$ cat config.mk
export PLATFORM = sky130hd
export DESIGN_NAME = uart_flowctl
export DESIGN_NICKNAME = d
export VERILOG_FILES = /design/src/rtl/uart_flowctl_pkg.sv /design/src/rtl/uart_fc_sync.sv /design/src/rtl/uart_fc_rx_gate.sv /design/src/rtl/uart_fc_tx_gate.sv /design/src/rtl/uart_flowctl.sv
export SDC_FILE = /design/constraint.sdc
export NUM_CORES = 1
export LEC_CHECK = 0
export ABC_AREA = 0
export BUFFER_PORTS_ARGS = -buffer_cell sky130_fd_sc_hd__buf_2
export CAP_MARGIN = 10
export CORE_AREA = 2 2 39 41
export CTS_CLUSTER_DIAMETER = 60
export DETAILED_ROUTE_END_ITERATION = 16
export DIE_AREA = 0 0 41 43
export SLEW_MARGIN = 20
export SYNTH_ARGS = -nofsm -noshare
export SYNTH_HDL_FRONTEND = slang
export SYNTH_SLANG_ARGS = --single-unit
$ cat constraint.sdc
create_clock -name clk -period 1 [get_ports clk]
set_input_delay 0 -clock clk [delete_from_list [all_inputs] [get_ports clk]]
set_output_delay 0 -clock clk [all_outputs]
set_load 0.02 [all_outputs]
$ cat src/rtl/uart_flowctl_pkg.sv
// Package: shared constants for the UART flow control unit.
// Assumes: line polarities are fixed active-low for both modem lines.
package uart_flowctl_pkg;
    localparam logic FC_LINE_STOP  = 1'b1;  // level that means "stop sending"
    localparam logic FC_LINE_GO    = 1'b0;  // level that means "free to send"
    localparam int   FC_FIFO_DEPTH = 128;   // receive FIFO capacity in bytes
endpackage

$ cat src/rtl/uart_fc_sync.sv
// Module: uart_fc_sync
// Multi-stage synchronizer for an asynchronous line level.
// Assumes: the input is a slow level; the reset value is the safe "stop" level.
module uart_fc_sync #(
    parameter int   STAGES    = 2,
    parameter logic RESET_VAL = 1'b1
) (
    input  logic clk,
    input  logic rst_n,
    input  logic d_async,
    output logic q_sync
);
    logic [STAGES-1:0] stage_q;

    // Shift the asynchronous level through the flop chain.
    always_ff @(posedge clk) begin
        if (!rst_n) stage_q <= {STAGES{RESET_VAL}};
        else        stage_q <= {stage_q[STAGES-2:0], d_async};
    end

    assign q_sync = stage_q[STAGES-1];

    // the output follows the stage before it by exactly one edge.
    p_sync_delay_r7: assert property (@(posedge clk) disable iff (!rst_n)
        q_sync == $past(stage_q[STAGES-2]));
endmodule

$ cat src/rtl/uart_fc_rx_gate.sv
// Module: uart_fc_rx_gate
// Drives the active-low request-to-send line from the receive FIFO fill level.
// Assumes: level never exceeds the FIFO depth; the threshold is zero-extended.
module uart_fc_rx_gate
    import uart_flowctl_pkg::*;
#(
    parameter int LVL_W = 8,
    parameter int THR_W = 7
) (
    input  logic             clk,
    input  logic             rst_n,
    input  logic [LVL_W-1:0] level,
    input  logic             enable,
    input  logic [THR_W-1:0] thresh,
    output logic             rts_n
);
    localparam int PAD_W = LVL_W - THR_W;

    logic [LVL_W-1:0] limit_ext;
    logic             over_limit;

    // Widen the threshold to the level width for an unsigned compare.
    assign limit_ext  = {{PAD_W{1'b0}}, thresh};
    assign over_limit = (level > limit_ext);

    // Register the request line: stop only when enabled and over the limit.
    always_ff @(posedge clk) begin
        if (!rst_n)                    rts_n <= FC_LINE_STOP;
        else if (enable && over_limit) rts_n <= FC_LINE_STOP;
        else                           rts_n <= FC_LINE_GO;
    end

    // disabling receive control releases the line on the next edge.
    p_release_off_r2: assert property (@(posedge clk) disable iff (!rst_n)
        !enable |=> (rts_n == FC_LINE_GO));
    // a rising stop is only ever caused by an over-limit fill level.
    p_stop_cause_r3: assert property (@(posedge clk) disable iff (!rst_n)
        $rose(rts_n) |-> ($past(level) > {{PAD_W{1'b0}}, $past(thresh)}));
    // a release happens only when disabled or at or below the limit.
    p_release_cause_r4: assert property (@(posedge clk) disable iff (!rst_n)
        $fell(rts_n) |-> (!$past(enable) || ($past(level) <= {{PAD_W{1'b0}}, $past(thresh)})));
    // the level input stays within the FIFO capacity.
    p_level_range_r5: assert property (@(posedge clk) disable iff (!rst_n)
        int'(level) <= FC_FIFO_DEPTH);
endmodule

$ cat src/rtl/uart_fc_tx_gate.sv
// Module: uart_fc_tx_gate
// Produces the transmit permit from the synchronized clear-to-send level.
// Assumes: tx_busy is high for the whole character the transmitter shifts out.
module uart_fc_tx_gate
    import uart_flowctl_pkg::*;
(
    input  logic clk,
    input  logic rst_n,
    input  logic cts_sync,
    input  logic enable,
    input  logic busy,
    output logic permit
);
    logic next_permit;

    // Permit is granted when control is off or the peer signals go.
    assign next_permit = !enable || (cts_sync == FC_LINE_GO);

    // Update the permit only at a character boundary (transmitter idle).
    always_ff @(posedge clk) begin
        if (!rst_n)     permit <= 1'b0;
        else if (!busy) permit <= next_permit;
    end

    // the permit is frozen while a character is in flight.
    p_hold_busy_r8: assert property (@(posedge clk) disable iff (!rst_n)
        busy |=> $stable(permit));
    // any change of permit happens after an idle cycle.
    p_change_idle_r9: assert property (@(posedge clk) disable iff (!rst_n)
        !$stable(permit) |-> !$past(busy));
    // with control off and idle, permit is granted on the next edge.
    p_grant_off_r6: assert property (@(posedge clk) disable iff (!rst_n)
        (!enable && !busy) |=> permit);
endmodule

$ cat src/rtl/uart_flowctl.sv
// Module: uart_flowctl (top)
// Hardware flow control for a UART: request-to-send from receive FIFO
// occupancy, and a per-character transmit permit from clear-to-send.
// Assumes: synchronous inputs except cts_n, which is synchronized here.
module uart_flowctl
    import uart_flowctl_pkg::*;
#(
    parameter int FIFO_DEPTH  = FC_FIFO_DEPTH,
    parameter int THR_W       = 7,
    parameter int SYNC_STAGES = 2,
    localparam int LVL_W      = $clog2(FIFO_DEPTH + 1)
) (
    input  logic             clk,
    input  logic             rst_n,
    input  logic [LVL_W-1:0] rx_level,
    input  logic             rx_flow_en,
    input  logic [THR_W-1:0] rx_thresh,
    input  logic             cts_n,
    input  logic             tx_flow_en,
    input  logic             tx_busy,
    output logic             rts_n,
    output logic             tx_permit
);
    logic cts_s;

    // Receive direction: occupancy against threshold.
    uart_fc_rx_gate #(.LVL_W(LVL_W), .THR_W(THR_W)) u_rx_gate (
        .clk    (clk),
        .rst_n  (rst_n),
        .level  (rx_level),
        .enable (rx_flow_en),
        .thresh (rx_thresh),
        .rts_n  (rts_n)
    );

    // Bring the peer's clear-to-send into the clock domain.
    uart_fc_sync #(.STAGES(SYNC_STAGES), .RESET_VAL(FC_LINE_STOP)) u_cts_sync (
        .clk     (clk),
        .rst_n   (rst_n),
        .d_async (cts_n),
        .q_sync  (cts_s)
    );

    // Transmit direction: per-character permit.
    uart_fc_tx_gate u_tx_gate (
        .clk      (clk),
        .rst_n    (rst_n),
        .cts_sync (cts_s),
        .enable   (tx_flow_en),
        .busy     (tx_busy),
        .permit   (tx_permit)
    );

    // one edge of reset leaves the peer held off and no permit.
    p_reset_state_r1: assert property (@(posedge clk)
        !rst_n |=> (rts_n && !tx_permit));
endmodule

==> results.ini <==
[setup_path]
reg2reg_to = u_tx_gate.permit$_SDFFE_PN0N_
crit_fanout = 2
r2r-start = u_tx_gate.permit$_SDFFE_PN0N_
worst_path_max_delay_cell = ha_1
critPathMaxStageDelay_ps = 300
crit_start = rx_level[5]
cp-end-kind = register
crit_required_ps = 1130
rr_worst_depth = 2
critPathLaunchType = input pin
path_class = input pin to register
path_cells = buf_2 -> ha_1 -> a21o_1 -> a211oi_2 -> and3_1 -> o21ai_1
cp.arrival_ps = 1000
r2r_setup_slack_ps = 390

[die]
die_area_sq_mm = 0.00176
start_util = 0.216
core_area_sq_mm = 0.00138
die_w_um = 41
ios = 23
std_cell_rows = 14
die_h_um = 43

[power]
powerDensity_mw_per_mm2 = 1050
ir_worst_vdd_mv = 0.279
power_frac_comb = 0.284
swShare = 0.252
p_leak_nw = 0.290
p_sw_mw = 0.132
seq_power_share = 0.331
p_clk_frac = 0.386
p_int_mw = 0.392

[min_path]
holdPathStages = 3
hold_class = input pin to register
min_from = tx_busy
min_to = u_tx_gate.permit$_SDFFE_PN0N_

[place]
gp_congestion = 0.633
numPortBuffers = 22
dp_slack_ps = -127
hpwlAfterDp_um = 551
post-place-cells = 74

[synth]
synth-seq-cells = 4
syn_nets = 62
synth-seq-area-share = 0.268
netlist_instances = 34
ys.flop_type = dfxtp_1
yosysMostFrequentCell = inv_1
synth-edff-count = 0
yosysTopAreaCell = ha_1
synth_area_leaders = ha_1 (29%), dfxtp_1 (27%), inv_1 (10%)
yosysWarnings = 0
yosysUniqueCellTypes = 15
synth_top_area_frac = 0.293
async_flop_share = 0
synthesis.area_sq_um = 299
synthTopCellsByCount = inv_1 (8), ha_1 (7), dfxtp_1 (4)
postSynthAreaPerCell_sq_um = 8.80

[cts]
clkTransAtPathRegs_ps = 40
clk_latency_ps = 230
cts_tree = built
cts_setup_buffers = 0
htree_levels = 1
cts.sinks = 4
cts-buffers-inserted = 3
cts_root_buffer = clkbuf_4
hold_buffers = 3
cts_buffer_depth = 2
cts_resized = 0

[global_route]
grt_max_degree = 5
grt-ovfl-total = 0
antenna_found_initial = 0
grtUsageTotal = 0.0992
grt_pass1_vias = 334
grt_first_pass_wirelength_um = 1120

[drt]
via_per_inst = 4.04
drc = 0
firstDrtPassIters = 4
wl_per_cell_um = 8.23
drt_iter0_markers = 3
vias = 323
ant_nets = 0
drt-total-wl_um = 658

[timing]
hold_viol_final = 0
post-route-period-util = 0.875
setup_slack_ps = 125
tightest_slew_ps = 179
tns_ps = 0
drv_slew = 0
rsz0062_at_grt = no
holdWs_ps = 24.3
finalCriticalPeriod_ps = 875
fmax_mhz = 1140
max-slew-margin-rel = 0.881
fin_skew_ps = 0.634
setup-violations-final = 0

[final_layout]
stdcell_count = 80
area_delta_synth_final_pct = 66.1
fillerInstances = 149
nets = 94
diodes = 0
drive_above_1_share = 0.438
fin_util = 0.359

[run]
drv_cap = 0

[outcome]
outcome = completed

==> final cells by class <==
cell class                      instances  area [sq um]  share of cell area
Multi-Input combinational cell         22           189               0.380
Sequential cell                         4          80.1               0.161
Tap cell                               16          20.0              0.0403
Timing Repair Buffer                   27           155               0.312
Inverter                                8          30.0              0.0605
Clock buffer                            3          22.5              0.0453
==> kinds of logic (layout without fill, tap and decap cells) <==
kind of cell / Yosys count / count (layout) / share of synthesized area
adders and majority gates: 7 / 7 / 0.293
AOI/OAI and AO/OA: 9 / 9 / 0.205
DFF: 4 / 4 / 0.268
buffers and inverters: 8 / 38 / 0.100
and+or+nand+nor: 6 / 6 / 0.134
==> power by group through the flow <==
| stage | registers (mW) | logic, mW | clock network [mW] |
|---|---|---|---|
| final | 0.173 | 0.148 | 0.202 |
| after global routing | 0.174 | 0.173 | 0.229 |
| after CTS | 0.173 | 0.150 | 0.219 |
| after detailed placement | 0.176 | 0.141 | 0 |
| after global placement | 0.176 | 0.137 | 0 |
| after floorplan | 0.184 | 0.0615 | 0 |
==> state kept, by name, indices dropped and copies added, names as in the netlist <==
| signal | flops |
|---|---|
| u_cts_sync.stage_q | 2 |
| u_rx_gate.rts_n | 1 |
| u_tx_gate.permit | 1 |
==> worst max-delay path by stage <==
stage / end / slack (ps) / depth (start not counted)
final: u_rx_gate.rts_n$_SDFF_PN1_ / 120 / 6
after floorplan: u_rx_gate.rts_n$_SDFF_PN1_ / 30 / 6
after CTS: u_rx_gate.rts_n$_SDFF_PN1_ / 130 / 6
after global routing: u_rx_gate.rts_n$_SDFF_PN1_ / 50 / 7
after detailed placement: u_rx_gate.rts_n$_SDFF_PN1_ / -130 / 6
after global placement: u_rx_gate.rts_n$_SDFF_PN1_ / -90 / 6
==> critical path: cells and delay by family <==
kind / cells / cell delay [ps]
buffers and inverters: 1 / 100
AOI/OAI and AO/OA: 3 / 420
adders and majority gates: 1 / 300
and+or+nand+nor: 1 / 170
==> routing by layer <==
metal	routed length [um]	share of wire	up-vias	track usage
met2	322	0.49	14	0.159
met4	0	0	0	0.100
met1	275	0.42	131	0.0958
met3	60	0.091	0	0.0157
met5	0	0	-	0
li1	-	-	178	-
==> cells in the final DEF (no fill, tap or decap), types with 2 or more instances in the layout <==
cell,Yosys,routed
dlygate4sd3_1,0,3
dfxtp_1,4,4
nand2b_1,2,2
o21ai_0,2,2
clkbuf_4,0,3
inv_1,8,8
ha_1,7,7
buf_4,0,2
a21o_1,2,2
buf_2,0,22
==> per-stage QoR <==
stage	total power, mW	area, sq um
CTS	0.543	497
finish	0.524	497
floorplan	0.246	299
detailed placement	0.317	444
global placement	0.312	444
global route	0.577	497
Note: power is estimated with default switching activity, not from simulation.
